File: config.mk
export PLATFORM = sky130hd
export DESIGN_NAME = dac_word_loader
export DESIGN_NICKNAME = d
export VERILOG_FILES = /design/src/rtl/dwl_pkg.sv /design/src/rtl/dwl_slot_timer.sv /design/src/rtl/dwl_req_check.sv /design/src/rtl/dwl_framer.sv /design/src/rtl/dac_word_loader.sv
export SDC_FILE = /design/constraint.sdc
export NUM_CORES = 1
export LEC_CHECK = 0
export BUFFER_PORTS_ARGS = -buffer_cell sky130_fd_sc_hd__clkbuf_2
export CAP_MARGIN = 0
export CORE_ASPECT_RATIO = 1.2
export CORE_MARGIN = 2
export CORE_UTILIZATION = 59
export CTS_CLUSTER_SIZE = 8
export DETAILED_ROUTE_END_ITERATION = 16
export PLACE_DENSITY = 0.81
export SLEW_MARGIN = 10
export SYNTH_ARGS = -nofsm -noshare
export SYNTH_HDL_FRONTEND = slang
export SYNTH_SLANG_ARGS = --single-unit
File: constraint.sdc
create_clock -name clk -period 3.7 [get_ports clk]
set_clock_uncertainty 0.15 [all_clocks]
set_input_delay 0 -clock clk [delete_from_list [all_inputs] [get_ports clk]]
set_output_delay 0 -clock clk [all_outputs]
set_load 0.1 [all_outputs]
File: src/rtl/dwl_pkg.sv
package dwl_pkg;

    localparam int unsigned WORD_W      = 20;
    localparam int unsigned FRAME_SLOTS = 41;
    localparam int unsigned LAST_SLOT   = FRAME_SLOTS - 1;
    localparam int unsigned IDX_W       = 6;

    typedef enum logic [1:0] {
        PH_IDLE  = 2'd0,
        PH_SHIFT = 2'd1,
        PH_HOLD  = 2'd2
    } phase_e;

    typedef struct packed {
        logic le;
        logic sclk;
        logic sdata;
    } lines_t;

    localparam lines_t REST_LINES = '{le: 1'b1, sclk: 1'b0, sdata: 1'b0};

    // True when a 32-bit sign-extended value fits in WORD_W-bit two's complement.
    function automatic logic code_fits(input logic [31:0] v);
        logic [32-WORD_W:0] top;
        top = v[31:WORD_W-1];
        return (&top) | ~(|top);
    endfunction

    // Line levels for one slot of the frame (internal clock polarity).
    function automatic lines_t frame_lines(input logic [IDX_W-1:0] idx,
                                           input logic [WORD_W-1:0] word);
        lines_t           l;
        logic [WORD_W-1:0] sh;
        sh = word << idx[IDX_W-1:1];
        if (idx == IDX_W'(LAST_SLOT)) begin
            l = '{le: 1'b0, sclk: 1'b0, sdata: 1'b0};
        end else begin
            l.le    = 1'b1;
            l.sclk  = ~idx[0];
            l.sdata = sh[WORD_W-1];
        end
        return l;
    endfunction

endpackage

File: src/rtl/dwl_slot_timer.sv
module dwl_slot_timer #(
    parameter int unsigned SLOT_W = 12
) (
    input  logic              clk,
    input  logic              rst,
    input  logic              run,
    input  logic [SLOT_W-1:0] len_i,
    output logic              tick_o
);
    logic [SLOT_W-1:0] cnt;
    logic [SLOT_W-1:0] eff_len;

    always_comb begin
        eff_len = (len_i == '0) ? SLOT_W'(1) : len_i;
        tick_o  = run && (cnt == eff_len - SLOT_W'(1));
    end

    always_ff @(posedge clk) begin
        if (rst || !run) begin
            cnt <= '0;
        end else if (tick_o) begin
            cnt <= '0;
        end else begin
            cnt <= cnt + SLOT_W'(1);
        end
    end
endmodule

File: src/rtl/dwl_req_check.sv
module dwl_req_check
    import dwl_pkg::*;
#(
    parameter int unsigned CODE_W = 24,
    parameter int unsigned HOLD_W = 16
) (
    input  logic [CODE_W-1:0] code_i,
    input  logic [HOLD_W-1:0] hold_len_i,
    output logic              ok_o
);
    logic [31:0] sext;
    logic        range_ok;
    logic        len_ok;

    generate
        if (CODE_W < 32) begin : g_ext
            assign sext = {{(32-CODE_W){code_i[CODE_W-1]}}, code_i};
        end else begin : g_cut
            assign sext = code_i[31:0];
        end
    endgenerate

    always_comb begin
        range_ok = code_fits(sext);
        len_ok   = (hold_len_i >= HOLD_W'(FRAME_SLOTS));
        ok_o     = range_ok && len_ok;
    end
endmodule

File: src/rtl/dwl_framer.sv
module dwl_framer
    import dwl_pkg::*;
#(
    parameter bit CLK_INV = 1'b0
) (
    input  logic              active,
    input  logic [IDX_W-1:0]  idx,
    input  logic [WORD_W-1:0] word,
    output logic              le_o,
    output logic              sclk_o,
    output logic              sdata_o
);
    lines_t ln;

    always_comb begin
        ln = active ? frame_lines(idx, word) : REST_LINES;
    end

    assign le_o    = ln.le;
    assign sdata_o = ln.sdata;

    generate
        if (CLK_INV) begin : g_inv
            assign sclk_o = ~ln.sclk;
        end else begin : g_true
            assign sclk_o = ln.sclk;
        end
    endgenerate
endmodule

File: src/rtl/dac_word_loader.sv
module dac_word_loader
    import dwl_pkg::*;
#(
    parameter int unsigned CODE_W     = 24,
    parameter int unsigned SLOT_W     = 12,
    parameter int unsigned HOLD_W     = 16,
    parameter int unsigned RESET_SLOT = 2,
    parameter bit          CLK_INV    = 1'b0
) (
    input  logic              clk,
    input  logic              rst,
    input  logic              start_i,
    input  logic [CODE_W-1:0] code_i,
    input  logic [SLOT_W-1:0] slot_len_i,
    input  logic [HOLD_W-1:0] hold_len_i,
    input  logic              rtz_en_i,
    output logic              dac_le_o,
    output logic              dac_sclk_o,
    output logic              dac_sdata_o,
    output logic              busy_o,
    output logic              err_o
);
    phase_e            phase;
    logic [IDX_W-1:0]  slot_idx;
    logic [WORD_W-1:0] word_q;
    logic [SLOT_W-1:0] slot_q;
    logic [HOLD_W-1:0] hold_q;
    logic [HOLD_W-1:0] elapsed;
    logic [HOLD_W-1:0] el_next;
    logic              rtz_q;
    logic              err_q;
    logic              req_ok;
    logic              tick;
    logic              last_slot;
    logic              hold_done;

    dwl_req_check #(.CODE_W(CODE_W), .HOLD_W(HOLD_W)) u_check (
        .code_i     (code_i),
        .hold_len_i (hold_len_i),
        .ok_o       (req_ok)
    );

    dwl_slot_timer #(.SLOT_W(SLOT_W)) u_timer (
        .clk    (clk),
        .rst    (rst),
        .run    (phase != PH_IDLE),
        .len_i  (slot_q),
        .tick_o (tick)
    );

    always_comb begin
        el_next   = elapsed + HOLD_W'(1);
        last_slot = (slot_idx == IDX_W'(LAST_SLOT));
        hold_done = (el_next == hold_q);
    end

    always_ff @(posedge clk) begin
        if (rst) begin
            phase    <= PH_SHIFT;
            slot_idx <= '0;
            word_q   <= '0;
            slot_q   <= SLOT_W'(RESET_SLOT);
            hold_q   <= '0;
            elapsed  <= '0;
            rtz_q    <= 1'b0;
            err_q    <= 1'b0;
        end else begin
            unique case (phase)
                PH_IDLE: begin
                    if (start_i) begin
                        if (req_ok) begin
                            phase    <= PH_SHIFT;
                            slot_idx <= '0;
                            word_q   <= code_i[WORD_W-1:0];
                            slot_q   <= slot_len_i;
                            hold_q   <= hold_len_i;
                            rtz_q    <= rtz_en_i;
                            elapsed  <= '0;
                            err_q    <= 1'b0;
                        end else begin
                            err_q <= 1'b1;
                        end
                    end
                end
                PH_SHIFT: begin
                    if (tick) begin
                        elapsed <= el_next;
                        if (!last_slot) begin
                            slot_idx <= slot_idx + IDX_W'(1);
                        end else if (!rtz_q) begin
                            phase <= PH_IDLE;
                        end else if (hold_done) begin
                            slot_idx <= '0;
                            word_q   <= '0;
                            rtz_q    <= 1'b0;
                        end else begin
                            phase <= PH_HOLD;
                        end
                    end
                end
                PH_HOLD: begin
                    if (tick) begin
                        elapsed <= el_next;
                        if (hold_done) begin
                            phase    <= PH_SHIFT;
                            slot_idx <= '0;
                            word_q   <= '0;
                            rtz_q    <= 1'b0;
                        end
                    end
                end
                default: phase <= PH_IDLE;
            endcase
        end
    end

    dwl_framer #(.CLK_INV(CLK_INV)) u_framer (
        .active  (phase == PH_SHIFT),
        .idx     (slot_idx),
        .word    (word_q),
        .le_o    (dac_le_o),
        .sclk_o  (dac_sclk_o),
        .sdata_o (dac_sdata_o)
    );

    assign busy_o = (phase != PH_IDLE);
    assign err_o  = err_q;
endmodule

* Yosys cells after proc, flatten, opt, wreduce, memory -nomap -nowiden *
Cells that the tools add are included.

word-level totals
  flip-flop bits (word level) = 86
  input bits = 56

operators by class
  add/subtract/negate cells = 4
  magnitude comparators = 1
  eq/ne operators = 15
  shift-type cells = 1
  multiplexer cells = 42
  bitwise operators = 3
  reductions and logical operators = 20

operators with widths
  cell                                                                number
  two-way mux 20 bit                                                  7
  case mux 20 bit (3 select lines)                                    1
  two-way mux 16 bit                                                  3
  two-way mux 6 bit                                                   7
  case mux 16 bit (2 select lines)                                    1
  AND reduction 7 bit                                                 3
  << shifter 20 x 5 -> 20 bit                                         1
  case mux 6 bit (3 select lines)                                     1
  adder 16 x 1 -> 16 bit, second input constant                       1
  == test 16 bit                                                      1
  greater-or-equal comparator 16 x 6 -> 1 bit, second input constant  1
  two-way mux 2 bit                                                   8
  inequality test 2 bit, second input constant                        7
  adder 12 x 1 -> 12 bit, second input constant                       1
  == test 12 bit                                                      1
  zero test 12 bit                                                    1
  two-way mux 12 bit                                                  1
  subtractor 12 x 1 -> 12 bit, second input constant                  1
  two-way mux 1 bit                                                   9
  adder 6 x 1 -> 6 bit, second input constant                         1
  == test 6 bit, second input constant                                1
  two-way mux 3 bit                                                   2
  inequality test 3 bit, second input constant                        2
  case mux 2 bit (3 select lines)                                     1
  other kinds (19)                                                    23

* Longest topological paths before layout *
Gate-level depths: netlist of run 1.

  depth in word-level cells = 7
  mapped depth = 12
  gate-level depth less buffers = 11

* Hierarchy *
A second synthesis of run 1 with hierarchy kept.

second synthesis, totals
  cell total of the unflattened synthesis = 625
  area, all modules = 5069.9 um2

modules (own cells, without submodules)
  module           instances  cells each  area an instance (um2)
  dac_word_loader  1          457         3762.4
  dwl_slot_timer   1          133         1002.2
  dwl_framer       1          25          236.5
  dwl_req_check    1          10          68.8

* Least setup slack after synthesis of run 1 *
No wires, ideal clock.

  kind = register to register
  start point = reg slot_q[4]
  end point = reg slot_idx[5]
  data arrival time = 3.182 ns
  path slack = 0.247 ns
  stages on the path, launching flop included = 12
  period minus slack after synthesis = 3.453 ns
  cells stage by stage = dfxtp_1 nor4_1 a31oi_1 ha_1 o21ba_2 a221oi_1 a31oi_1 nor4_4 o2111ai_2 a221oi_4 a21oi_2 a221o_1

on the way
  longest elaborated chain between the ends = 7

RTL lines
  element                            line                   source
  start: declaration                 dac_word_loader.sv:26  logic [SLOT_W-1:0] slot_q;
  start signal: assignment           dac_word_loader.sv:62  slot_q <= SLOT_W'(RESET_SLOT);
  start signal: assignment           dac_word_loader.sv:75  slot_q <= slot_len_i;
  zero test 12 bit                   dwl_slot_timer.sv:14   eff_len = (len_i == '0) ? SLOT_W'(1) : len_i;
  two-way mux 12 bit (*)             dwl_slot_timer.sv:14
  subtractor 12 x 1 -> 12 bit (*)    dwl_slot_timer.sv:15   tick_o = run && (cnt == eff_len - SLOT_W'(1));
  == test 12 bit (*)                 dwl_slot_timer.sv:15
  logical AND 1 bit (*)              dwl_slot_timer.sv:15
  inequality test 2 bit (no line)    -
  AND reduction 6 bit (no line) (*)  -
  end signal: assignment             dac_word_loader.sv:89  slot_idx <= slot_idx + IDX_W'(1);
  end: declaration                   dac_word_loader.sv:24  logic [IDX_W-1:0] slot_idx;

Mark *: on every way between the ends. The rest lies on a longest branch, timed or not.
A chain may end at the register's enable or synchronous reset.

* Worst setup path in the final report of run 1 *
  start point = reg elapsed[3]
  end point = reg word_q[4]

on the way
  longest elaborated chain between the ends = 7

RTL lines
  element                               line                    source
  start: declaration                    dac_word_loader.sv:28   logic [HOLD_W-1:0] elapsed;
  start signal: assignment              dac_word_loader.sv:87   elapsed <= el_next;
  start signal: assignment              dac_word_loader.sv:103  elapsed <= el_next;
  adder 16 x 1 -> 16 bit (*)            dac_word_loader.sv:52   el_next = elapsed + HOLD_W'(1);
  == test 16 bit (*)                    dac_word_loader.sv:54   hold_done = (el_next == hold_q);
  two-way mux 20 bit (*)                -
  two-way mux 20 bit (3 in series)      -
  case mux 20 bit (3 select lines) (*)  -
  end signal: assignment                dac_word_loader.sv:74   word_q <= code_i[WORD_W-1:0];
  end: declaration                      dac_word_loader.sv:25   logic [WORD_W-1:0] word_q;

Mark *: on every way between the ends. The rest lies on a longest branch, timed or not. The select of a mux whose other input is x is not followed.

==> impl_metrics.toml, run 1 <==
[setup_path]
crit_type = "register to register"
cp-start-kind = "register"
crit_path_end_kind = "register"
cp_slowest_cell = "nor4_1"
max_stage_delay_ps = 620
required_ps = 3740
crit_top_cell = "nand4_1"
cp.arrival_ps = 3470
reg2regPathDepth = 8
cp_max_fo = 20
path_cells = "nand4_1 -> nor4_1 -> nand4_1 -> a2bb2oi_1 -> nand4_2 -> a21o_1 -> o21ai_0 -> a21oi_1"

[power_and_ir_drop]
power_mw = 2.02
leakage_nw = 2.31
p_seq_share_pct = 47.4
p_sw_share_pct = 25.3
pwr-share-clk_pct = 38.0
internal_power_mw = 1.51
p_per_area_nw_per_um2 = 330
p_sw_mw = 0.510
comb_power_share_pct = 14.6
peakVddDrop_mv = 0.223

[clocking]
clk_pin_slew_ps = 80
cts_tree = "built"
cts-root-buf = "clkbuf_8"
clk_latency_ps = 350
cts_buffers = 9
cts_buffer_depth = 2
cts_max_level = 3
numClockSinks = 86

[timing]
fin_ws_ps = 267
slew_viol_final = 0
slew_headroom_pct = 24.3
fin_tns_setup_ps = 0
min_period_ps = 3430
finalSetupViolations = 0
post-route-period-util_pct = 92.8
max_freq_mhz = 291
worst_pin_slew_ps = 1140
hold_viol_final = 0

[logic_synthesis]
synth-seq-area-share_pct = 34.3
syn_inst = 587
avgSynthCellArea_um2 = 8.54
syn_nets = 652
yosysWarnings = 0
synth.distinct_cells = 73
synth.cell_area_um2 = 5010
synth_top_cell_by_area = "dfxtp_1"
ys_ff_latch = 86
synth-edff-count = 0
synthTopCellsByArea = "dfxtp_1 (34%), mux2i_1 (6.0%), nor2_1 (4.9%)"
yosys.area.top_type_share_pct = 34.3
synth_ff_type = "dfxtp_1"
async_reset_ff_share_pct = 0

[floorplanning]
initial_core_util_pct = 61.2
ios = 61
row_count = 36
dieArea_um2 = 9260
die_w_um = 88.2
die_y_um = 105
core_um2 = 8200

[route]
drtAntennaViolNets = 0
drc = 0
vias_per_cell = 6.12
drt_iter0_drc = 361
via_count = 4883
wl_um = 13300
drtPass1Iterations = 5
routedWlPerCell_um = 16.6

[layout]
layout.cells.non_filler = 798
synthToLayoutAreaGrowth_pct = 21.9
drive_gt1_share_pct = 17.8
n_fill_cell = 610
final_nets = 744
register_area_um2 = 1720
num_antenna_cells = 0
final_core_util_pct = 74.5
multiInputGateArea_um2 = 3030

[worst_hold_path]
min_path_type = "primary input to register"
holdPathStages = 4

[grt]
grt_pass1_vias = 4735
grt-ovfl-total = 0
grt_max_degree = 54
grt_util_all_layers_pct = 29.1
grt_pass1_wl_um = 21700
antenna_found_initial = 0

[flow_run]
maxCapViolCount = 0

[run_status]
status = "finished clean"

[placement]
preCtsSetupSlack_ps = 223
numPortBuffers = 60
place_inst = 730
place.gp.congestion = 0.933
hpwlAfterDp_um = 8780
==> final cells by class <==
class / instances / share of cell area [%]
Clock buffer: 13 / 2.76
Clock inverter: 3 / 1.06
Inverter: 17 / 1.04
Multi-Input combinational cell: 441 / 49.6
Sequential cell: 86 / 28.2
Tap cell: 114 / 2.33
Timing Repair Buffer: 124 / 15.0
==> logic make-up after synthesis <==
logic type      synth area share, %
compound gates                 18.5
xor+xnor                       7.51
fa+ha+maj                      2.25
buf+inv                        5.56
flops                          34.3
mux                            8.68
simple gates                   23.2
==> critical path, delay by kind of cell (launching register included) <==
| kind | cells | cell delay [ps] |
|---|---|---|
| compound gates | 4 | 1170 |
| flops | 1 | 490 |
| simple gates | 4 | 1470 |
==> power by group through the flow <==
stage          Combinational, mW  Clock [mW]  Sequential [mW]
2_1_floorplan              0.160           0            0.970
4_1_cts                    0.278       0.773            0.955
3_3_place_gp               0.230           0            0.976
3_5_place_dp               0.237           0            0.977
6_report                   0.293       0.766            0.955
5_1_grt                    0.316       0.814            0.958
==> Yosys cell counts (4+ instances only) <==
cell	instances
dfxtp_1	86
nor2_1	65
a21oi_1	36
o21ai_0	36
nand4_1	31
mux2i_1	30
nand2_1	29
clkbuf_1	26
xnor2_1	23
nand3_1	22
xor2_1	20
inv_1	16
and3_1	10
nor3_1	10
nor4_1	10
a311oi_1	9
ha_1	9
nand2b_1	9
buf_2	8
a211oi_1	6
a31oi_1	6
mux4_2	6
o21a_1	5
o211ai_1	4
or4_1	4
==> registers in the layout, indices dropped and copies added, names as in the netlist <==
name	cells
elapsed	16
err_o	1
hold_q	16
phase	2
rtz_q	1
slot_idx	6
slot_q	12
u_timer.cnt	12
word_q	20
==> timing repair <==
action,in CTS,in global routing
setup buffers,0,2
resized for setup,0,3
hold buffers,50,0
setup endpoints to repair,0,44
hold endpoints to repair,50,0
==> metrics by stage <==
| step | area (um2) | hold WS (ps) |
|---|---|---|
| after floorplan | 5010 | -13.3 |
| after global placement | 5350 | 91.4 |
| after detailed placement | 5350 | 95.0 |
| after CTS | 6080 | 264 |
| after global routing | 6110 | 303 |
| final | 6110 | 288 |
==> routing by layer <==
metal / vias to the layer above / global-route usage [%] / wire [um]
met5: - / 0 / 0
met4: 0 / 8.33 / 142
met3: 18 / 5.61 / 717
met2: 200 / 51.8 / 6830
met1: 2336 / 34.6 / 5580
li1: 2329 / - / -
==> final timing paths <==
check / from / end / slack, ps
setup / recovery: elapsed[3] / word_q[4] / 270
hold / removal: hold_len_i[4] / hold_q[4] / 290
setup reg to reg: elapsed[3] / word_q[4] / 270
hold reg to reg: word_q[7] / word_q[7] / 330
==> layout by cell type (no fill, tap or decap), types with 6 or more instances in the layout <==
cell type / count
dfxtp_1: 86
nor2_1: 65
clkbuf_2: 60
dlygate4sd3_1: 50
a21oi_1: 36
o21ai_0: 36
nand4_1: 31
mux2i_1: 30
nand2_1: 29
xnor2_1: 23
nand3_1: 22
xor2_1: 20
inv_1: 16
buf_4: 13
clkbuf_8: 12
nor3_1: 10
and3_1: 10
nand2b_1: 9
nor4_1: 9
a311oi_1: 9
ha_1: 9
mux4_2: 6
a31oi_1: 6
a211oi_1: 6
(Power assumes the default switching activity.)
==> run 2: changes to the inputs <==
CTS_CLUSTER_DIAMETER = 30   (was not set)
SKIP_LAST_GASP = 1   (was not set)
clock period = 3.8 ns   (was 3.7 ns; I/O delays follow)
==> impl_metrics.toml, run 2 (same netlist as run 1, synthesis figures left out) <==
[clocking]
clk_pin_slew_ps = 80
clk_latency_ps = 360
numClockSinks = 86
cts_max_level = 3
cts-root-buf = "clkbuf_8"
cts_tree = "built"
cts_buffers = 9
cts_buffer_depth = 2

[route]
via_count = 4901
drt_iter0_drc = 365
routedWlPerCell_um = 16.8
drc = 0
drtAntennaViolNets = 0
drtPass1Iterations = 5
wl_um = 13400
vias_per_cell = 6.18

[floorplanning]
ios = 61
dieArea_um2 = 9260
die_w_um = 88.2
initial_core_util_pct = 61.2
core_um2 = 8200
die_y_um = 105
row_count = 36

[timing]
fin_tns_setup_ps = 0
post-route-period-util_pct = 92.8
finalSetupViolations = 0
worst_pin_slew_ps = 746
hold_viol_final = 0
slew_viol_final = 0
slew_headroom_pct = 50.3
rsz0062_at_grt = "false"
min_period_ps = 3530
max_freq_mhz = 283

[worst_hold_path]
min_from = "rst"
holdPathStages = 2
hold_end = "hold_q[5]"
min_path_type = "primary input to register"

[placement]
numPortBuffers = 60
place.gp.congestion = 0.951
hpwlAfterDp_um = 8750

[layout]
final_cell_mix = "dfxtp_1 (86), nor2_1 (65), clkbuf_2 (60)"
num_antenna_cells = 0
synthToLayoutAreaGrowth_pct = 20.3
top_regs = "word_q: 20 flops, elapsed: 16 flops, hold_q: 16 flops"
final_nets = 739
drive_gt1_share_pct = 17.1
n_fill_cell = 622
final_core_util_pct = 73.6
largest_reg_flops = 20
regMostFlops = "word_q"
final_common_cell = "dfxtp_1"

[grt]
grt_pass1_wl_um = 22100
grt_pass1_vias = 4816
antenna_found_initial = 0
grt_max_degree = 41
grt-ovfl-total = 0
grt_util_all_layers_pct = 29.5

[setup_path]
cp_max_fo = 22
reg2reg_to = "rtz_q"
crit_path_end_kind = "register"
reg2reg_slack_ps = 270
reg2reg_from = "slot_q[4]"
cp-start-kind = "register"
required_ps = 3900
crit_type = "register to register"
reg2regPathDepth = 9
cp.arrival_ps = 3620

[run_status]
status = "finished clean"

[power_and_ir_drop]
peakVddDrop_mv = 0.257
power_mw = 1.87
leakage_nw = 2.26
p_per_area_nw_per_um2 = 310

[flow_run]
maxCapViolCount = 0
-- run 2: cell count changes in the layout (fill, tap and decap cells not counted), sizes merged --
cell,change
clkinvlp,+1
bufinv,-1
buf,-5
-- run 2: how the worst max path moves through the flow --
stage,cells past startpoint,end,slack (ps),from
global route,8,elapsed[5],20,slot_q[4]
CTS,11,elapsed[9],290,slot_q[4]
global placement,11,slot_idx[5],430,slot_q[4]
floorplan,11,slot_idx[5],350,slot_q[4]
detailed placement,11,slot_idx[5],300,slot_q[4]
finish,9,rtz_q,270,slot_q[4]
-- run 2: critical path: stages (launching register included) --
cell      delay (ps)
dfxtp_1          370
or4_1            580
nor4_1           590
nand3b_1         200
a41oi_2          370
o211ai_1         260
a21boi_1         240
buf_4            280
a21oi_1          100
a311oi_1         270
-- run 2: per-stage QoR --
step                      worst slack [ps]  instance area [um2]  hold slack [ps]  instances
after detailed placement               303                 5310             97.1        727
after global routing                  20.8                 6030              191        793
after floorplan                        347                 5010            -13.3        587
after global placement                 429                 5310             90.8        727
after CTS                              289                 6010              143        793
final                                  272                 6030              167        793
-- run 2: layout make-up --
type,instances,area (um2),share of cell area (%)
multi-input cells,441,3030,50.3
flip-flops and latches,86,1720,28.5
repair buffers,119,868,14.4
clock buffers,13,159,2.63
well taps,114,143,2.37
inverters,17,63.8,1.06
clock inverters,3,42.5,0.705
-- run 2: where the power goes --
part           internal [mW]  total [mW]  leakage, nW  switching, mW
Combinational          0.120       0.269         1.47          0.149
Clock                  0.340       0.664       0.0996          0.324
Sequential             0.912       0.933        0.693         0.0213
-- run 2: routing by layer --
layer  vias to the layer above  share of wire, %  track usage [%]
met5                         -                 0                0
met4                         0               1.8             10.3
met3                        30               6.0             4.19
met2                       189                51             51.8
met1                      2355                41             36.1
li1                       2327                 -                -
-- run 2: repair_timing --
item | 4_1_cts | 5_1_grt
setup buffers | 0 | 0
hold buffers | 50 | 0
endpoints found under the setup margin | 0 | 18
resized for setup | 0 | 3
endpoints found under the hold margin | 50 | 0
==> run 3: changes to the inputs <==
REMOVE_ABC_BUFFERS = 1   (was not set)
TNS_END_PERCENT = 5   (was not set)
==> impl_metrics.toml, run 3 (same netlist as run 1, synthesis figures left out) <==
[grt]
grt_max_degree = 32
grt_util_all_layers_pct = 29.3
grt_pass1_wl_um = 21600
antenna_found_initial = 0
grt_pass1_vias = 4726
grt-ovfl-total = 0

[setup_path]
reg2reg_from = "elapsed[0]"
startpoint = "elapsed[0]"
max_stage_delay_ps = 510
crit_type = "register to register"
crit_path_end_kind = "register"
path_cells = "ha_1 -> nand3_1 -> nor4_1 -> xnor2_1 -> nor4_1 -> nand4_2 -> o21a_1 -> a211oi_2 -> mux2i_1"
critPathTopFamily = "simple AND/OR/NAND/NOR gates"
cp-start-kind = "register"
crit_top_cell = "nor4_1"
required_ps = 3920
worstPathBufferInverterCount = 0
cp.arrival_ps = 3680
cp_max_fo = 10
cp_slowest_cell = "nor4_1"

[layout]
top_regs = "word_q: 20 flops, elapsed: 16 flops, hold_q: 16 flops"
final_common_cell = "dfxtp_1"
layout.cells.non_filler = 800
num_antenna_cells = 0
drive_gt1_share_pct = 16.8
final_nets = 749
synthToLayoutAreaGrowth_pct = 21.7
final_cell_mix = "dfxtp_1 (86), nor2_1 (65), dlygate4sd3_1 (60), clkbuf_2 (60)"
n_fill_cell = 602
regMostFlops = "word_q"
multiInputGateArea_um2 = 3030
largest_reg_flops = 20
register_area_um2 = 1720

[timing]
whs_ps = 54.1
hold_viol_final = 0
min_period_ps = 3550
max_freq_mhz = 282
slew_headroom_pct = 38.5
rsz0062_at_grt = "false"
worst_pin_slew_ps = 923
finalSetupViolations = 0
post-route-period-util_pct = 93.5
slew_viol_final = 0

[clocking]
cts_buffers = 9
cts_buffer_depth = 2
cts-root-buf = "clkbuf_8"
numClockSinks = 86
postCtsSetupRepairBufs = 0
cts_max_level = 3
cts_tree = "built"
clk_latency_ps = 350
clk_pin_slew_ps = 80

[route]
drt_iter0_drc = 265
routedWlPerCell_um = 16.6
drtPass1Iterations = 5
drtAntennaViolNets = 0
vias_per_cell = 6.11
wl_um = 13300
drc = 0
via_count = 4889

[floorplanning]
die_y_um = 105
dieArea_um2 = 9260
row_count = 36
ios = 61
die_w_um = 88.2
initial_core_util_pct = 61.2
core_um2 = 8200

[power_and_ir_drop]
internal_power_mw = 1.34
leakage_nw = 2.32
peakVddDrop_mv = 0.208
pwr-share-clk_pct = 33.8
comb_power_share_pct = 14.9
p_sw_share_pct = 26.1
p_seq_share_pct = 51.3
p_per_area_nw_per_um2 = 298
p_sw_mw = 0.475

[placement]
place_inst = 727
place.gp.congestion = 0.922
hpwlAfterDp_um = 8590
numPortBuffers = 60

[run_status]
status = "finished clean"

[flow_run]
maxCapViolCount = 0

[worst_hold_path]
min_path_type = "primary input to register"
min_from = "rst"
==> run 3: final timing paths <==
| check | to | slack [ps] | cells past startpoint |
|---|---|---|---|
| min | slot_idx[1] | 50 | 2 |
| max | phase[0] | 250 | 9 |
| max reg2reg | phase[0] | 250 | 9 |
| min reg2reg | word_q[1] | 330 | 2 |
==> run 3: power groups by stage <==
stage	clock (mW)	sequential (mW)	combinational, mW
floorplan	0	0.948	0.134
global placement	0	0.953	0.217
detailed placement	0	0.954	0.223
CTS	0.626	0.932	0.264
global route	0.664	0.936	0.290
finish	0.615	0.933	0.270
==> run 3: final cells by class <==
type,instances,share of cell area (%)
Multi-Input combinational cell,441,49.7
Timing Repair Buffer,129,15.9
Sequential cell,86,28.2
Inverter,17,1.05
Clock inverter,2,0.574
Tap cell,114,2.34
Clock buffer,11,2.32
==> run 3: what timing repair did <==
action	4_1_cts	5_1_grt
setup endpoints to repair	0	19
hold buffers	60	0
gates resized for setup	0	3
endpoints found under the hold margin	50	0
==> run 3: layer usage <==
metal / wire (um) / track usage (%) / share of wire [%] / vias to the layer above
met2: 6510 / 48.4 / 49 / 199
li1: - / - / - / 2335
met1: 5550 / 35.8 / 42 / 2311
met4: 422 / 13.1 / 3.2 / 0
met5: 0 / 0 / 0 / -
met3: 783 / 6.32 / 5.9 / 44
==> run 3: per-stage QoR <==
stage	setup TNS, ps	power (mW)	cell area (um2)	setup WS (ps)	util [%]
final	0	1.82	6100	248	74.5
after global routing	0	1.89	6100	36.8	74.5
after CTS	0	1.82	6090	188	74.3
after detailed placement	0	1.18	5310	228	64.8
after global placement	0	1.17	5310	433	64.8
after floorplan	-60.5	1.08	4800	-60.5	-
==> run 3: worst register-to-register path, cell delays in order, from the launching register on <==
cell and delay [ps]:
dfxtp_1 450, ha_1 290, nand3_1 180, nor4_1 510, xnor2_1 130, nor4_1 500, nand4_2 360, o21a_1 290
a211oi_2 360, mux2i_1 240
